<file path="src/rtl/drt_pkg.sv">
package drt_pkg;

    typedef enum logic [1:0] {
        KIND_PWM = 2'd0,
        KIND_EVT = 2'd1,
        KIND_CAP = 2'd2
    } kind_e;

    typedef struct packed {
        kind_e kind;
        logic  pwm_toggle;
        logic  evt_fall;
        logic  cap_a_fall;
        logic  cap_b_fall;
    } mode_cfg_t;

    typedef struct packed {
        logic rise;
        logic fall;
    } pin_edge_t;

    typedef struct packed {
        logic dec;
        logic uf;
        logic rld_a;
        logic rld_b;
        logic cap_a;
        logic cap_b;
        logic tb_evt;
    } tmr_evt_t;

    function automatic mode_cfg_t decode_mode(input logic [2:0] m);
        mode_cfg_t c;
        c = '0;
        if (m[2]) begin
            c.kind       = KIND_CAP;
            c.cap_a_fall = m[0];
            c.cap_b_fall = m[1];
        end else if (m[1]) begin
            c.kind     = KIND_EVT;
            c.evt_fall = m[0];
        end else begin
            c.kind       = KIND_PWM;
            c.pwm_toggle = m[0];
        end
        return c;
    endfunction

endpackage

</file>
<file path="src/rtl/drt_sync_edge.sv">
module drt_sync_edge
    import drt_pkg::*;
#(
    parameter int STAGES = 2
) (
    input  logic      clk,
    input  logic      rst,
    input  logic      d_i,
    output pin_edge_t edg_o
);
    logic [STAGES-1:0] sr_q;
    logic              last_q;

    always_ff @(posedge clk) begin
        if (rst) begin
            sr_q   <= '0;
            last_q <= 1'b0;
        end else begin
            sr_q   <= {sr_q[STAGES-2:0], d_i};
            last_q <= sr_q[STAGES-1];
        end
    end

    assign edg_o.rise = sr_q[STAGES-1] & ~last_q;
    assign edg_o.fall = ~sr_q[STAGES-1] & last_q;

    AST_EDGE_EXCL: assert property (@(posedge clk) disable iff (rst)
        !(edg_o.rise && edg_o.fall));
endmodule

</file>
<file path="src/rtl/drt_seq.sv">
module drt_seq
    import drt_pkg::*;
(
    input  logic      clk,
    input  logic      rst,
    input  kind_e     kind_i,
    input  logic      evt_fall_i,
    input  logic      cap_a_fall_i,
    input  logic      cap_b_fall_i,
    input  logic      mode_chg_i,
    input  logic      tick_i,
    input  pin_edge_t ta_e_i,
    input  pin_edge_t tb_e_i,
    input  logic      timer_zero_i,
    input  logic      run_set_i,
    input  logic      run_clr_i,
    output tmr_evt_t  ev_o,
    output logic      run_o
);
    logic run_q;
    logic alt_q;
    logic ta_cnt_edge;
    logic ta_cap_edge;
    logic tb_cap_edge;

    assign ta_cnt_edge = evt_fall_i   ? ta_e_i.fall : ta_e_i.rise;
    assign ta_cap_edge = cap_a_fall_i ? ta_e_i.fall : ta_e_i.rise;
    assign tb_cap_edge = cap_b_fall_i ? tb_e_i.fall : tb_e_i.rise;

    always_comb begin
        ev_o = '0;
        unique case (kind_i)
            KIND_PWM: ev_o.dec = run_q & tick_i;
            KIND_EVT: begin
                ev_o.dec    = run_q & ta_cnt_edge;
                ev_o.tb_evt = tb_e_i.rise;
            end
            KIND_CAP: begin
                ev_o.dec   = tick_i;
                ev_o.cap_a = ta_cap_edge;
                ev_o.cap_b = tb_cap_edge;
            end
            default: ev_o = '0;
        endcase
        ev_o.uf    = ev_o.dec & timer_zero_i;
        ev_o.rld_a = ev_o.uf & ((kind_i == KIND_EVT) | ((kind_i == KIND_PWM) & ~alt_q));
        ev_o.rld_b = ev_o.uf & (kind_i == KIND_PWM) & alt_q;
    end

    always_ff @(posedge clk) begin
        if (rst) begin
            run_q <= 1'b0;
            alt_q <= 1'b0;
        end else begin
            if (((kind_i == KIND_CAP) && ev_o.uf) || run_set_i)
                run_q <= 1'b1;
            else if (run_clr_i)
                run_q <= 1'b0;

            if (mode_chg_i || (kind_i != KIND_PWM) || !run_q)
                alt_q <= 1'b0;
            else if (ev_o.uf)
                alt_q <= ~alt_q;
        end
    end

    assign run_o = run_q;

    AST_ALT_FLIP: assert property (@(posedge clk) disable iff (rst)
        (kind_i == KIND_PWM && ev_o.uf && !mode_chg_i) |=> (alt_q != $past(alt_q)));
    AST_ALT_RESTART: assert property (@(posedge clk) disable iff (rst)
        (mode_chg_i || !run_q) |=> !alt_q);
endmodule

</file>
<file path="src/rtl/drt_datapath.sv">
module drt_datapath #(
    parameter int W = 16
) (
    input  logic         clk,
    input  logic         rst,
    input  logic         dec_i,
    input  logic         uf_i,
    input  logic         rld_a_i,
    input  logic         rld_b_i,
    input  logic         cap_a_i,
    input  logic         cap_b_i,
    input  logic         toggle_en_i,
    input  logic [W-1:0] wdata_i,
    input  logic         we_timer_i,
    input  logic         we_a_i,
    input  logic         we_b_i,
    output logic [W-1:0] timer_o,
    output logic [W-1:0] reg_a_o,
    output logic [W-1:0] reg_b_o,
    output logic         ta_o,
    output logic         zero_o
);
    localparam logic [W-1:0] ONE_W = {{(W-1){1'b0}}, 1'b1};

    logic [W-1:0] timer_q, reg_a_q, reg_b_q;
    logic         ta_q;

    always_ff @(posedge clk) begin
        if (rst) begin
            timer_q <= '0;
            reg_a_q <= '0;
            reg_b_q <= '0;
            ta_q    <= 1'b0;
        end else begin
            if (we_timer_i)   timer_q <= wdata_i;
            else if (rld_a_i) timer_q <= reg_a_q;
            else if (rld_b_i) timer_q <= reg_b_q;
            else if (dec_i)   timer_q <= timer_q - ONE_W;

            if (cap_a_i)     reg_a_q <= timer_q;
            else if (we_a_i) reg_a_q <= wdata_i;

            if (cap_b_i)     reg_b_q <= timer_q;
            else if (we_b_i) reg_b_q <= wdata_i;

            if (toggle_en_i && uf_i) ta_q <= ~ta_q;
        end
    end

    assign timer_o = timer_q;
    assign reg_a_o = reg_a_q;
    assign reg_b_o = reg_b_q;
    assign ta_o    = ta_q;
    assign zero_o  = (timer_q == '0);

    AST_RELOAD_FROM_A: assert property (@(posedge clk) disable iff (rst)
        (rld_a_i && !we_timer_i) |=> (timer_q == $past(reg_a_q)));
    AST_RELOAD_FROM_B: assert property (@(posedge clk) disable iff (rst)
        (rld_b_i && !we_timer_i) |=> (timer_q == $past(reg_b_q)));
    AST_TA_HOLD: assert property (@(posedge clk) disable iff (rst)
        !toggle_en_i |=> $stable(ta_q));
    AST_WRITE_WINS: assert property (@(posedge clk) disable iff (rst)
        we_timer_i |=> (timer_q == $past(wdata_i)));
endmodule

</file>
<file path="src/rtl/drt_flags.sv">
module drt_flags (
    input  logic clk,
    input  logic rst,
    input  logic set_a_i,
    input  logic set_b_i,
    input  logic clr_a_i,
    input  logic clr_b_i,
    input  logic en_a_i,
    input  logic en_b_i,
    input  logic cap_flag_i,
    output logic pend_a_o,
    output logic pend_b_o,
    output logic irq_o
);
    logic pend_a_q, pend_b_q;

    always_ff @(posedge clk) begin
        if (rst) begin
            pend_a_q <= 1'b0;
            pend_b_q <= 1'b0;
        end else begin
            if (set_a_i)      pend_a_q <= 1'b1;
            else if (clr_a_i) pend_a_q <= 1'b0;
            if (set_b_i)      pend_b_q <= 1'b1;
            else if (clr_b_i) pend_b_q <= 1'b0;
        end
    end

    assign pend_a_o = pend_a_q;
    assign pend_b_o = pend_b_q;
    assign irq_o    = (pend_a_q & en_a_i) | (pend_b_q & en_b_i) | (cap_flag_i & en_a_i);

    AST_PEND_A_HOLD: assert property (@(posedge clk) disable iff (rst)
        (pend_a_q && !clr_a_i) |=> pend_a_q);
    AST_PEND_B_HOLD: assert property (@(posedge clk) disable iff (rst)
        (pend_b_q && !clr_b_i) |=> pend_b_q);
    AST_SET_BEATS_CLR: assert property (@(posedge clk) disable iff (rst)
        (set_a_i && clr_a_i) |=> pend_a_q);
    AST_IRQ_GATED: assert property (@(posedge clk) disable iff (rst)
        irq_o |-> (en_a_i || en_b_i));
endmodule

</file>
<file path="src/rtl/dual_reload_timer.sv">
module dual_reload_timer
    import drt_pkg::*;
#(
    parameter int W           = 16,
    parameter int SYNC_STAGES = 2
) (
    input  logic         clk,
    input  logic         rst,
    input  logic         tick_i,
    input  logic [2:0]   mode_i,
    input  logic [W-1:0] wdata_i,
    input  logic         we_timer_i,
    input  logic         we_a_i,
    input  logic         we_b_i,
    input  logic         run_set_i,
    input  logic         run_clr_i,
    input  logic         clr_pend_a_i,
    input  logic         clr_pend_b_i,
    input  logic         en_a_i,
    input  logic         en_b_i,
    input  logic         ta_i,
    input  logic         tb_i,
    output logic [W-1:0] timer_o,
    output logic [W-1:0] reg_a_o,
    output logic [W-1:0] reg_b_o,
    output logic         run_o,
    output logic         pend_a_o,
    output logic         pend_b_o,
    output logic         ta_o,
    output logic         ta_oe_o,
    output logic         irq_o
);
    localparam int NPINS = 2;

    mode_cfg_t  cfg;
    logic [2:0] mode_q;
    logic       mode_chg;
    logic [NPINS-1:0] pins;
    pin_edge_t  pin_e [NPINS];
    tmr_evt_t   ev;
    logic       zero;
    logic       set_a, set_b;

    assign cfg      = decode_mode(mode_i);
    assign mode_chg = (mode_i != mode_q);
    assign pins     = {tb_i, ta_i};

    always_ff @(posedge clk) begin
        if (rst) mode_q <= '0;
        else     mode_q <= mode_i;
    end

    for (genvar g = 0; g < NPINS; g++) begin : g_sync
        drt_sync_edge #(.STAGES(SYNC_STAGES)) u_sync (
            .clk   (clk),
            .rst   (rst),
            .d_i   (pins[g]),
            .edg_o (pin_e[g])
        );
    end

    drt_seq u_seq (
        .clk          (clk),
        .rst          (rst),
        .kind_i       (cfg.kind),
        .evt_fall_i   (cfg.evt_fall),
        .cap_a_fall_i (cfg.cap_a_fall),
        .cap_b_fall_i (cfg.cap_b_fall),
        .mode_chg_i   (mode_chg),
        .tick_i       (tick_i),
        .ta_e_i       (pin_e[0]),
        .tb_e_i       (pin_e[1]),
        .timer_zero_i (zero),
        .run_set_i    (run_set_i),
        .run_clr_i    (run_clr_i),
        .ev_o         (ev),
        .run_o        (run_o)
    );

    drt_datapath #(.W(W)) u_dp (
        .clk         (clk),
        .rst         (rst),
        .dec_i       (ev.dec),
        .uf_i        (ev.uf),
        .rld_a_i     (ev.rld_a),
        .rld_b_i     (ev.rld_b),
        .cap_a_i     (ev.cap_a),
        .cap_b_i     (ev.cap_b),
        .toggle_en_i (cfg.pwm_toggle),
        .wdata_i     (wdata_i),
        .we_timer_i  (we_timer_i),
        .we_a_i      (we_a_i),
        .we_b_i      (we_b_i),
        .timer_o     (timer_o),
        .reg_a_o     (reg_a_o),
        .reg_b_o     (reg_b_o),
        .ta_o        (ta_o),
        .zero_o      (zero)
    );

    assign set_a = ev.rld_a | ev.cap_a;
    assign set_b = ev.rld_b | ev.cap_b | ev.tb_evt;

    drt_flags u_flags (
        .clk        (clk),
        .rst        (rst),
        .set_a_i    (set_a),
        .set_b_i    (set_b),
        .clr_a_i    (clr_pend_a_i),
        .clr_b_i    (clr_pend_b_i),
        .en_a_i     (en_a_i),
        .en_b_i     (en_b_i),
        .cap_flag_i ((cfg.kind == KIND_CAP) & run_o),
        .pend_a_o   (pend_a_o),
        .pend_b_o   (pend_b_o),
        .irq_o      (irq_o)
    );

    assign ta_oe_o = cfg.pwm_toggle;

    AST_STOPPED_HOLDS: assert property (@(posedge clk) disable iff (rst)
        (cfg.kind == KIND_PWM && !run_o && !we_timer_i) |=> $stable(timer_o));
    AST_EVT_NO_EDGE_HOLDS: assert property (@(posedge clk) disable iff (rst)
        (cfg.kind == KIND_EVT && !pin_e[0].rise && !pin_e[0].fall && !we_timer_i) |=> $stable(timer_o));
    AST_CAP_UF_FLAG: assert property (@(posedge clk) disable iff (rst)
        (cfg.kind == KIND_CAP && ev.uf) |=> run_o);
    AST_CAP_WRAP: assert property (@(posedge clk) disable iff (rst)
        (cfg.kind == KIND_CAP && ev.uf && !we_timer_i) |=> (timer_o == {W{1'b1}}));
endmodule

</file>
<file path="config.mk">
export PLATFORM = sky130hd
export DESIGN_NAME = dual_reload_timer
export DESIGN_NICKNAME = d
export VERILOG_FILES = /design/src/rtl/drt_pkg.sv /design/src/rtl/drt_sync_edge.sv /design/src/rtl/drt_seq.sv /design/src/rtl/drt_datapath.sv /design/src/rtl/drt_flags.sv /design/src/rtl/dual_reload_timer.sv
export SDC_FILE = /design/constraint.sdc
export NUM_CORES = 1
export LEC_CHECK = 0
export ABC_AREA = 1
export BUFFER_PORTS_ARGS = -buffer_cell sky130_fd_sc_hd__buf_2
export CELL_PAD_IN_SITES_DETAIL_PLACEMENT = 0
export CELL_PAD_IN_SITES_GLOBAL_PLACEMENT = 1
export CORE_ASPECT_RATIO = 0.6
export CORE_UTILIZATION = 41
export DETAILED_ROUTE_END_ITERATION = 10
export GPL_TIMING_DRIVEN = 0
export PLACE_DENSITY = 0.86
export SYNTH_ARGS = -nofsm -noshare
export SYNTH_HDL_FRONTEND = slang
export SYNTH_SLANG_ARGS = --single-unit
</file>
<file path="constraint.sdc">
create_clock -name clk -period 3.72 [get_ports clk]
set_input_delay 0.372 -clock clk [delete_from_list [all_inputs] [get_ports clk]]
set_output_delay 0.372 -clock clk [all_outputs]
set_load 0.02 [all_outputs]
</file>
==> flow_metrics.py, run 1 <==
metrics = {
    "setup_path": {
        "slowest_stage": "dfxtp_1",
        "critical_path_class": "reg2reg",
        "cp.arrival_ns": 2.55,
        "critPathTopFamily": "simple AND/OR/NAND/NOR gates",
        "crit_chain": "inv_1, ha_1, nand3_1, nor2_2, nand2_4, nor2_8, nand3_1, o21ai_0, inv_1, nand2_1, a21oi_2",
        "critical_path.max_stage_delay_ns": 0.34,
        "endpoint_kind": "flip-flop",
        "crit_fanout": 8,
        "cp_num_buf_inv": 2,
        "worstPathRequired_ns": 3.94,
        "cp-start-kind": "flip-flop",
    },
    "yosys": {
        "ys_ff_latch": 62,
        "seq_area_frac_synth": 0.3345,
        "synth_area_per_cell_um2": 6.675,
        "yosysWarnings": 0,
        "synth_nets": 591,
        "syn-cell-area_um2": 3711,
        "synthArstFlopShare": 0,
        "synth_cells": 556,
        "synth.distinct_cells": 38,
        "synth-main-ff-cell": "dfxtp_1",
        "synth-edff-count": 0,
    },
    "finish": {
        "fin_nets": 687,
        "final_common_cell": "nand2_1",
        "num_antenna_cells": 0,
        "area_growth_pct": 22.15,
        "mostFrequentLayoutCells": "nand2_1 (118), buf_2 (91), o21ai_0 (75), inv_1 (72), dfxtp_1 (62)",
        "final_layout_size_suffix_gt1_frac": 0.2137,
        "stdcell_count": 767,
        "final_cell_area_um2": 4533,
    },
    "sta": {
        "fin_skew_ns": 0.004893,
        "rsz0062_at_grt": "no",
        "relSlewSlack": 0.5068,
        "fmax_mhz": 430.7,
        "worst_slew_pin_slew_ns": 0.7399,
        "final_hold_viol_count": 0,
        "drv_slew": 0,
        "fin_crit_sh": 0.6241,
        "fin_crit_ns": 2.322,
        "setup_viol": 0,
        "fin_setup_tns_ns": 0,
    },
    "clocking": {
        "clock-sinks": 62,
        "numCtsBuffers": 9,
        "root_buffer": "clkbuf_16",
        "post_cts_resized": 0,
        "postCtsSetupBuffers": 0,
        "clk_latency_ns": 0.34,
        "clockBufferDepth": 2,
        "hold_buffers": 0,
        "cts_tree": "built",
        "h-tree-depth": 3,
        "clkTransAtPathRegs_ns": 0.05,
    },
    "status": {
        "violations": "DRC",
        "status": "finished, violations left",
    },
    "power_and_ir_drop": {
        "p_clk_frac": 0.377,
        "combPwrFrac": 0.245,
        "powerDensity_nw_per_um2": 448.8,
        "p_leak_nw": 2.164,
        "p_sw_mw": 0.6928,
        "intPower_mw": 1.342,
        "seqPwrFrac": 0.379,
        "p_total_mw": 2.034,
        "switching_share": 0.3406,
        "vdd_drop_max_mv": 0.1973,
    },
    "hold_path": {
        "worstHoldPathType": "in2reg",
    },
    "floorplan": {
        "fp.dieH_um": 75.70,
        "core_area_um2": 8653,
        "dieArea_um2": 9449,
        "ios": 87,
        "die_w_um": 124.8,
        "rows": 26,
        "start_util": 0.4289,
    },
    "place": {
        "hpwl_um": 10090,
        "place.gp.congestion": 0.9279,
        "placed_cells": 753,
        "placed_cell_area_um2": 4277,
        "port_buffers": 85,
    },
    "global_routing": {
        "grt_use_total": 0.3019,
        "grt_use_met1": 0.4385,
        "use_met2": 0.4345,
        "grt_first_pass_wirelength_um": 20780,
        "busiest_layer": "met1",
        "antenna_found_initial": 0,
        "grt_max_degree": 11,
        "grt-ovfl-total": 0,
        "grt_use_met3": 0.08006,
        "grt_pass1_vias": 3580,
    },
    "routing": {
        "drcViolationCount": 8,
        "dr.pass1.iters": 8,
        "drt_wl_total_um": 13950,
        "vias_per_cell": 5.519,
        "ant_nets": 0,
        "wire_per_inst_um": 18.18,
        "drtIter0Drc": 560,
        "vias": 4233,
    },
    "run": {
        "cap_violations": 0,
    },
}
## metrics by stage
step	util	worst slack, ns	hold WS (ns)
2_1_floorplan	-	1.921	0.3883
3_3_place_gp	0.4942	1.556	0.3900
3_5_place_dp	0.4942	1.511	0.3968
4_1_cts	0.5239	1.506	0.2412
5_1_grt	0.5239	1.324	0.2533
6_report	0.5239	1.398	0.2424
## kinds of logic (layout without fill, tap and decap cells)
| logic type | after synthesis | count (layout) | share of synthesized area |
|---|---|---|---|
| buf+inv | 104 | 203 | 0.1183 |
| compound gates | 141 | 141 | 0.2060 |
| simple gates | 235 | 235 | 0.3061 |
| flops | 62 | 62 | 0.3345 |
| fa+ha+maj | 2 | 2 | 0.006742 |
| xor+xnor | 12 | 12 | 0.02832 |
## synthesized netlist by cell type (2+ instances only)
| cell type | number | area share |
|---|---|---|
| nand4_1 | 12 | 0.020 |
| or2_2 | 2 | 0.0034 |
| clkbuf_1 | 16 | 0.016 |
| nand2_1 | 118 | 0.12 |
| nor4_1 | 2 | 0.0034 |
| buf_2 | 6 | 0.0081 |
| a21oi_1 | 41 | 0.055 |
| inv_1 | 72 | 0.073 |
| nor2_2 | 3 | 0.0051 |
| dfxtp_1 | 62 | 0.33 |
| clkinv_1 | 2 | 0.0020 |
| a31oi_1 | 13 | 0.022 |
| nand2_4 | 2 | 0.0061 |
| buf_6 | 4 | 0.012 |
| nand3b_1 | 2 | 0.0040 |
| nor3_1 | 2 | 0.0027 |
| o21ai_0 | 75 | 0.10 |
| nor2_8 | 3 | 0.016 |
| nor2_1 | 48 | 0.049 |
| nand3_1 | 28 | 0.038 |
| ha_1 | 2 | 0.0067 |
| nor2_4 | 6 | 0.018 |
| xor2_1 | 11 | 0.026 |
| a21oi_2 | 8 | 0.019 |
| nand2_2 | 3 | 0.0051 |
## per-layer routing
metal,vias up,wire [µm]
met3,23,1814
met4,0,194
met5,-,0
li1,1995,-
met1,1913,6554
met2,302,5380
## state kept, by name, indices dropped and copies added, names as in the netlist
| name | flops |
|---|---|
| mode_q | 3 |
| u_flags.pend_a_o | 1 |
| u_dp.timer_o | 16 |
| u_seq.run_o | 1 |
| u_flags.pend_b_o | 1 |
| g_sync.u_sync.sr_q | 4 |
| u_dp.reg_b_o | 16 |
| g_sync.u_sync.last_q | 2 |
| u_dp.reg_a_o | 16 |
| u_seq.alt_q | 1 |
| u_dp.ta_o | 1 |
## worst paths after layout
| path | start | end | slack, ns | cells after the start |
|---|---|---|---|---|
| hold / removal | tb_i | g_sync[1].u_sync.sr_q[0]$_SDFF_PP0_ | 0.24 | 3 |
| setup reg to reg | u_dp.timer_o[0]$_SDFFE_PP0P_ | u_dp.timer_o[4]$_SDFFE_PP0P_ | 1.40 | 11 |
| setup / recovery | u_dp.timer_o[0]$_SDFFE_PP0P_ | u_dp.timer_o[4]$_SDFFE_PP0P_ | 1.40 | 11 |
| hold reg to reg | g_sync[0].u_sync.sr_q[0]$_SDFF_PP0_ | g_sync[0].u_sync.sr_q[1]$_SDFF_PP0_ | 0.40 | 2 |
## cell type report
type,instances,area [µm²]
fill,885,4120
clock inverter,2,10.01
buffer,28,151.4
clock buffer,12,246.5
tap,112,140.1
sequential,62,1241
inverter,76,287.8
timing repair buffer,85,425.4
multi-input combinational,390,2031
## worst register-to-register path, stage by stage (launching register included)
cell and delay [ns]:
dfxtp_1 0.34, inv_1 0.18, ha_1 0.27, nand3_1 0.12, nor2_2 0.14, nand2_4 0.10
nor2_8 0.25, nand3_1 0.31, o21ai_0 0.29, inv_1 0.07, nand2_1 0.08, a21oi_2 0.05
## power groups by stage
stage               sequential, mW  combinational, mW  clock, mW
floorplan                    0.826              0.278          0
global placement             0.781              0.480          0
detailed placement           0.782              0.485          0
CTS                          0.769              0.488      0.764
global route                 0.777              0.543      0.795
finish                       0.770              0.498      0.766
Note: power is estimated with default switching activity, not from simulation.
==> inputs of run 2 (changes only) <==
--- a/config.mk
+++ b/config.mk
@@ -10,10 +10,10 @@
 export CELL_PAD_IN_SITES_DETAIL_PLACEMENT = 0
 export CELL_PAD_IN_SITES_GLOBAL_PLACEMENT = 1
 export CORE_ASPECT_RATIO = 0.6
-export CORE_UTILIZATION = 41
+export CORE_UTILIZATION = 34
 export DETAILED_ROUTE_END_ITERATION = 10
 export GPL_TIMING_DRIVEN = 0
-export PLACE_DENSITY = 0.86
+export PLACE_DENSITY = 0.76
 export SYNTH_ARGS = -nofsm -noshare
 export SYNTH_HDL_FRONTEND = slang
 export SYNTH_SLANG_ARGS = --single-unit
==> constraint.sdc (replaced) <==
create_clock -name clk -period 1.9 [get_ports clk]
set_input_delay 0.19 -clock clk [delete_from_list [all_inputs] [get_ports clk]]
set_output_delay 0.19 -clock clk [all_outputs]
set_load 0.02 [all_outputs]
==> flow_metrics.py, run 2 (synthesis results as in run 1) <==
metrics = {
    "routing": {
        "wire_per_inst_um": 18.01,
        "drtIter0Drc": 406,
        "dr.pass1.iters": 6,
        "vias": 4264,
        "ant_nets": 0,
        "drcViolationCount": 0,
        "vias_per_cell": 5.251,
        "drt_wl_total_um": 14620,
    },
    "power_and_ir_drop": {
        "intPower_mw": 2.722,
        "p_sw_mw": 1.379,
        "powerDensity_nw_per_um2": 842.4,
        "vdd_drop_max_mv": 0.5347,
        "p_leak_nw": 2.302,
        "p_total_mw": 4.101,
        "switching_share": 0.3363,
        "p_clk_frac": 0.372,
        "seqPwrFrac": 0.371,
        "combPwrFrac": 0.258,
    },
    "place": {
        "place.gp.congestion": 0.9114,
        "hpwl_um": 10480,
        "port_buffers": 85,
        "placed_cells": 780,
    },
    "sta": {
        "drv_slew": 0,
        "rsz0062_at_grt": "yes",
        "relSlewSlack": 0.4299,
        "final_hold_viol_count": 0,
        "fin_crit_sh": 0.9929,
        "setup_viol": 0,
        "fin_crit_ns": 1.886,
        "fin_skew_ns": 0.004934,
        "fmax_mhz": 530.1,
        "worst_slew_pin_slew_ns": 0.8552,
    },
    "hold_path": {
        "worstHoldPathType": "in2reg",
    },
    "setup_path": {
        "cp-start-kind": "flip-flop",
        "critical_path_class": "reg2reg",
        "critical_path.max_stage_delay_ns": 0.36,
        "endpoint_kind": "flip-flop",
        "cp_num_buf_inv": 2,
        "critPathTopFamily": "simple AND/OR/NAND/NOR gates",
        "crit_fanout": 7,
        "slowest_stage": "dfxtp_4",
        "crit_chain": "inv_4, ha_4, nand3_4, nor2_4, nand2_4, nor2_8, nand2_8, nor2_8, inv_4, nand3_1, nand2_1, a21oi_2",
        "worstPathRequired_ns": 2.16,
        "cp.arrival_ns": 2.15,
    },
    "global_routing": {
        "grt_first_pass_wirelength_um": 22310,
        "grt-ovfl-total": 0,
        "grt_pass1_vias": 4037,
        "grt_use_total": 0.2647,
        "grt_max_degree": 11,
        "antenna_found_initial": 0,
    },
    "floorplan": {
        "dieArea_um2": 11350,
        "fp.dieH_um": 82.93,
        "start_util": 0.3503,
        "rows": 29,
        "die_w_um": 136.9,
        "ios": 87,
        "core_area_um2": 10600,
    },
    "clocking": {
        "numCtsBuffers": 9,
        "root_buffer": "clkbuf_16",
        "clockBufferDepth": 2,
        "h-tree-depth": 3,
        "cts_tree": "built",
        "clk_latency_ns": 0.32,
        "clkTransAtPathRegs_ns": 0.05,
        "clock-sinks": 62,
    },
    "finish": {
        "mostFrequentLayoutCells": "nand2_1 (109), buf_2 (89), o21ai_0 (71), inv_1 (69), dfxtp_1 (56)",
        "num_antenna_cells": 0,
        "area_growth_pct": 31.19,
        "final_layout_size_suffix_gt1_frac": 0.2868,
        "stdcell_count": 812,
        "final_common_cell": "nand2_1",
        "fin_nets": 704,
    },
    "status": {
        "status": "complete, no violations",
    },
    "run": {
        "cap_violations": 0,
    },
}
run 2: per-layer routing:
| metal | vias up | global-route usage | wire [µm] | share of wire |
|---|---|---|---|---|
| met5 | - | 0 | 0 | 0 |
| met4 | 0 | 0.08292 | 276 | 0.019 |
| met3 | 23 | 0.05433 | 1347 | 0.092 |
| met2 | 226 | 0.3641 | 5814 | 0.40 |
| met1 | 1981 | 0.4039 | 7183 | 0.49 |
| li1 | 2034 | - | - | - |
run 2: cell type report:
type	instances	area, µm²
clock buffers	14	264.0
flip-flops and latches	62	1254
plain buffers	28	160.2
inverters	76	296.5
well taps	139	173.9
repair buffers	102	565.5
multi-input cells	390	2150
clock inverters	1	5.005
fillers	1100	5727
run 2: final timing paths:
path	start	endpoint	slack [ns]	depth (start not counted)
worst min-delay path	tb_i	g_sync[1].u_sync.sr_q[0]$_SDFF_PP0_	0.07	3
worst min register to register	g_sync[1].u_sync.sr_q[0]$_SDFF_PP0_	g_sync[1].u_sync.sr_q[1]$_SDFF_PP0_	0.40	2
worst max-delay path	u_dp.timer_o[0]$_SDFFE_PP0P_	u_dp.timer_o[5]$_SDFFE_PP0P_	0.01	12
worst max register to register	u_dp.timer_o[0]$_SDFFE_PP0P_	u_dp.timer_o[5]$_SDFFE_PP0P_	0.01	12
run 2: power groups by stage:
| stage | Sequential, mW | Combinational, mW | Clock, mW |
|---|---|---|---|
| finish | 1.52 | 1.06 | 1.52 |
| global placement | 1.53 | 0.942 | 0 |
| detailed placement | 1.54 | 0.954 | 0 |
| floorplan | 1.62 | 0.544 | 0 |
| CTS | 1.51 | 0.979 | 1.54 |
| global route | 1.53 | 1.16 | 1.60 |
run 2: through the flow:
stage	instance area (µm²)	hold WS, ns	setup WS, ns	setup TNS [ns]	utilization
after global routing	4868	0.09750	-0.05223	-0.3361	0.4595
after detailed placement	4310	0.3953	-0.2782	-3.944	0.4068
final	4868	0.06548	0.01352	0	0.4595
after global placement	4310	0.3895	-0.2600	-3.363	0.4068
after CTS	4681	0.06510	0.0005087	0	0.4418
after floorplan	3711	0.2674	0.1010	0	-
run 2: what timing repair did:
| item | CTS | global route |
|---|---|---|
| resized for setup | 7 | 48 |
| pin swaps | 5 | 15 |
| endpoints found under the setup margin | 16 | 34 |
| hold buffers | 0 | 0 |
| setup buffers | 9 | 8 |
run 2: tightest hold or removal path, cell delays in order:
cell and delay (ns):
buf_2 0.07, inv_1 0.03, nor2_1 0.06
==> inputs of run 3 (changes only) <==
--- a/config.mk
+++ b/config.mk
@@ -6,6 +6,7 @@
 export NUM_CORES = 1
 export LEC_CHECK = 0
 export ABC_AREA = 1
+export ABC_CLOCK_PERIOD_IN_PS = 1900
 export BUFFER_PORTS_ARGS = -buffer_cell sky130_fd_sc_hd__buf_2
 export CELL_PAD_IN_SITES_DETAIL_PLACEMENT = 0
 export CELL_PAD_IN_SITES_GLOBAL_PLACEMENT = 1
@@ -13,7 +14,8 @@
 export CORE_UTILIZATION = 34
 export DETAILED_ROUTE_END_ITERATION = 10
 export GPL_TIMING_DRIVEN = 0
-export PLACE_DENSITY = 0.76
+export MAX_ROUTING_LAYER = met4
+export PLACE_DENSITY_LB_ADDON = 0.1
 export SYNTH_ARGS = -nofsm -noshare
 export SYNTH_HDL_FRONTEND = slang
 export SYNTH_SLANG_ARGS = --single-unit
==> flow_metrics.py, run 3 (synthesis results as in run 1) <==
metrics = {
    "status": {
        "status": "complete, no violations",
    },
    "sta": {
        "fin_ws_ns": 0.01289,
        "fin_crit_sh": 0.9932,
        "fin_setup_tns_ns": 0,
        "worst_slew_pin_slew_ns": 0.8442,
        "setup_viol": 0,
        "rsz0062_at_grt": "yes",
        "drv_slew": 0,
        "relSlewSlack": 0.4372,
        "fin_crit_ns": 1.887,
        "final_hold_viol_count": 0,
        "fmax_mhz": 529.9,
        "fin_skew_ns": 0.004778,
    },
    "power_and_ir_drop": {
        "powerDensity_nw_per_um2": 868.7,
        "p_leak_nw": 2.349,
        "vdd_drop_max_mv": 0.4676,
    },
    "routing": {
        "drtIter0Drc": 292,
        "met1Wirelength_um": 7676,
        "dr.pass1.iters": 5,
        "drt_wl_total_um": 15170,
        "top_layer": "met4",
        "drcViolationCount": 0,
        "route.met2.wl_um": 6210,
        "wl_met3_um": 1117,
        "wire_per_inst_um": 18.55,
        "vias": 4296,
        "vias_per_cell": 5.252,
        "ant_nets": 0,
    },
    "setup_path": {
        "regToRegStartpoint": "u_dp.timer_o[0]$_SDFFE_PP0P_",
        "crit_chain": "inv_4, ha_4, nand3_4, nor2_4, nand2_4, buf_4, nor3_4, buf_6, o21ai_0, o21ai_1, nand3_1, a21oi_1",
        "critical_path.max_stage_delay_ns": 0.36,
        "worstPathRequired_ns": 2.16,
        "critical_path_class": "reg2reg",
        "crit_fanout": 4,
        "slowest_stage": "dfxtp_4",
        "cp-start-kind": "flip-flop",
        "endpoint_kind": "flip-flop",
        "cp-startpoint": "u_dp.timer_o[0]$_SDFFE_PP0P_",
        "cp.arrival_ns": 2.15,
    },
    "clocking": {
        "h-tree-depth": 3,
        "clkTransAtPathRegs_ns": 0.06,
        "clk_latency_ns": 0.33,
        "clock-sinks": 62,
        "numCtsBuffers": 9,
        "cts_tree": "built",
        "hold_buffers": 0,
        "root_buffer": "clkbuf_16",
        "clockBufferDepth": 2,
    },
    "global_routing": {
        "grt_max_degree": 12,
        "grt_use_total": 0.2781,
        "grt-ovfl-total": 0,
        "grt_first_pass_wirelength_um": 22580,
        "antenna_found_initial": 0,
        "grt_pass1_vias": 3932,
    },
    "hold_path": {
        "hold_start": "ta_i",
        "worstHoldPathType": "in2reg",
    },
    "floorplan": {
        "dieArea_um2": 11350,
        "core_area_um2": 10600,
        "rows": 29,
        "die_w_um": 136.9,
        "fp.dieH_um": 82.93,
        "start_util": 0.3503,
        "ios": 87,
    },
    "finish": {
        "mostFrequentLayoutCells": "nand2_1 (107), buf_2 (90), inv_1 (69), o21ai_0 (67), dfxtp_1 (54)",
        "final_common_cell": "nand2_1",
        "final_core_util": 0.4722,
        "final_layout_size_suffix_gt1_frac": 0.3093,
        "fin_nets": 709,
        "area_growth_pct": 34.83,
        "num_antenna_cells": 0,
        "final_cell_area_um2": 5004,
    },
    "place": {
        "pre_cts_ws_ns": -0.3833,
        "place.gp.congestion": 0.9296,
        "hpwl_um": 10760,
        "placed_cell_area_um2": 4310,
        "port_buffers": 85,
    },
    "run": {
        "cap_violations": 0,
    },
}
[run 3: through the flow]
step / hold WS (ns) / total power, mW / cells
floorplan: 0.2674 / 2.160 / 556
global placement: 0.3900 / 2.487 / 780
detailed placement: 0.3962 / 2.498 / 780
CTS: 0.05158 / 4.236 / 806
global route: 0.08287 / 4.537 / 818
finish: 0.05575 / 4.346 / 818
[run 3: where the power goes]
group          internal, mW  leakage (nW)  switching [mW]
Clock                  1.08         0.144           0.637
Combinational         0.398          1.69           0.702
Sequential             1.40         0.516           0.121
[run 3: area by class of cell]
class | count | area [µm²]
plain buffers | 28 | 157.7
clock buffers | 11 | 252.7
clock inverters | 5 | 57.56
fillers | 1108 | 5592
inverters | 76 | 302.8
multi-input cells | 390 | 2185
flip-flops and latches | 62 | 1256
well taps | 139 | 173.9
repair buffers | 107 | 618.1
[run 3: final timing paths]
check | end | slack, ns | depth (start not counted)
worst min-delay path | g_sync[0].u_sync.sr_q[0]$_SDFF_PP0_ | 0.06 | 3
worst max register to register | u_dp.timer_o[10]$_SDFFE_PP0P_ | 0.01 | 12
worst min register to register | g_sync[0].u_sync.sr_q[1]$_SDFF_PP0_ | 0.41 | 2
worst max-delay path | u_dp.timer_o[10]$_SDFFE_PP0P_ | 0.01 | 12
[run 3: worst max-delay path, delay by kind of cell, from the launching register on]
family                   cells  cell delay (ns)
adder cells (fa/ha/maj)      1             0.16
buffers and inverters        3             0.38
flip-flops                   1             0.36
AO/OA/AOI/OAI                3             0.34
AND/OR/NAND/NOR              5             0.56
[run 3: routing by layer]
metal  track usage  vias up
li1              -     2040
met1        0.4135     2061
met2        0.3816      180
met3       0.05678       15
met4       0.05694        0
met5             -        -
[run 3: repair_timing]
action | in CTS | in global routing
hold endpoints to repair | 0 | 0
pin swaps | 5 | 34
setup buffers | 10 | 12
endpoints found under the setup margin | 20 | 42
cloned | 0 | 0
resized for setup | 12 | 63
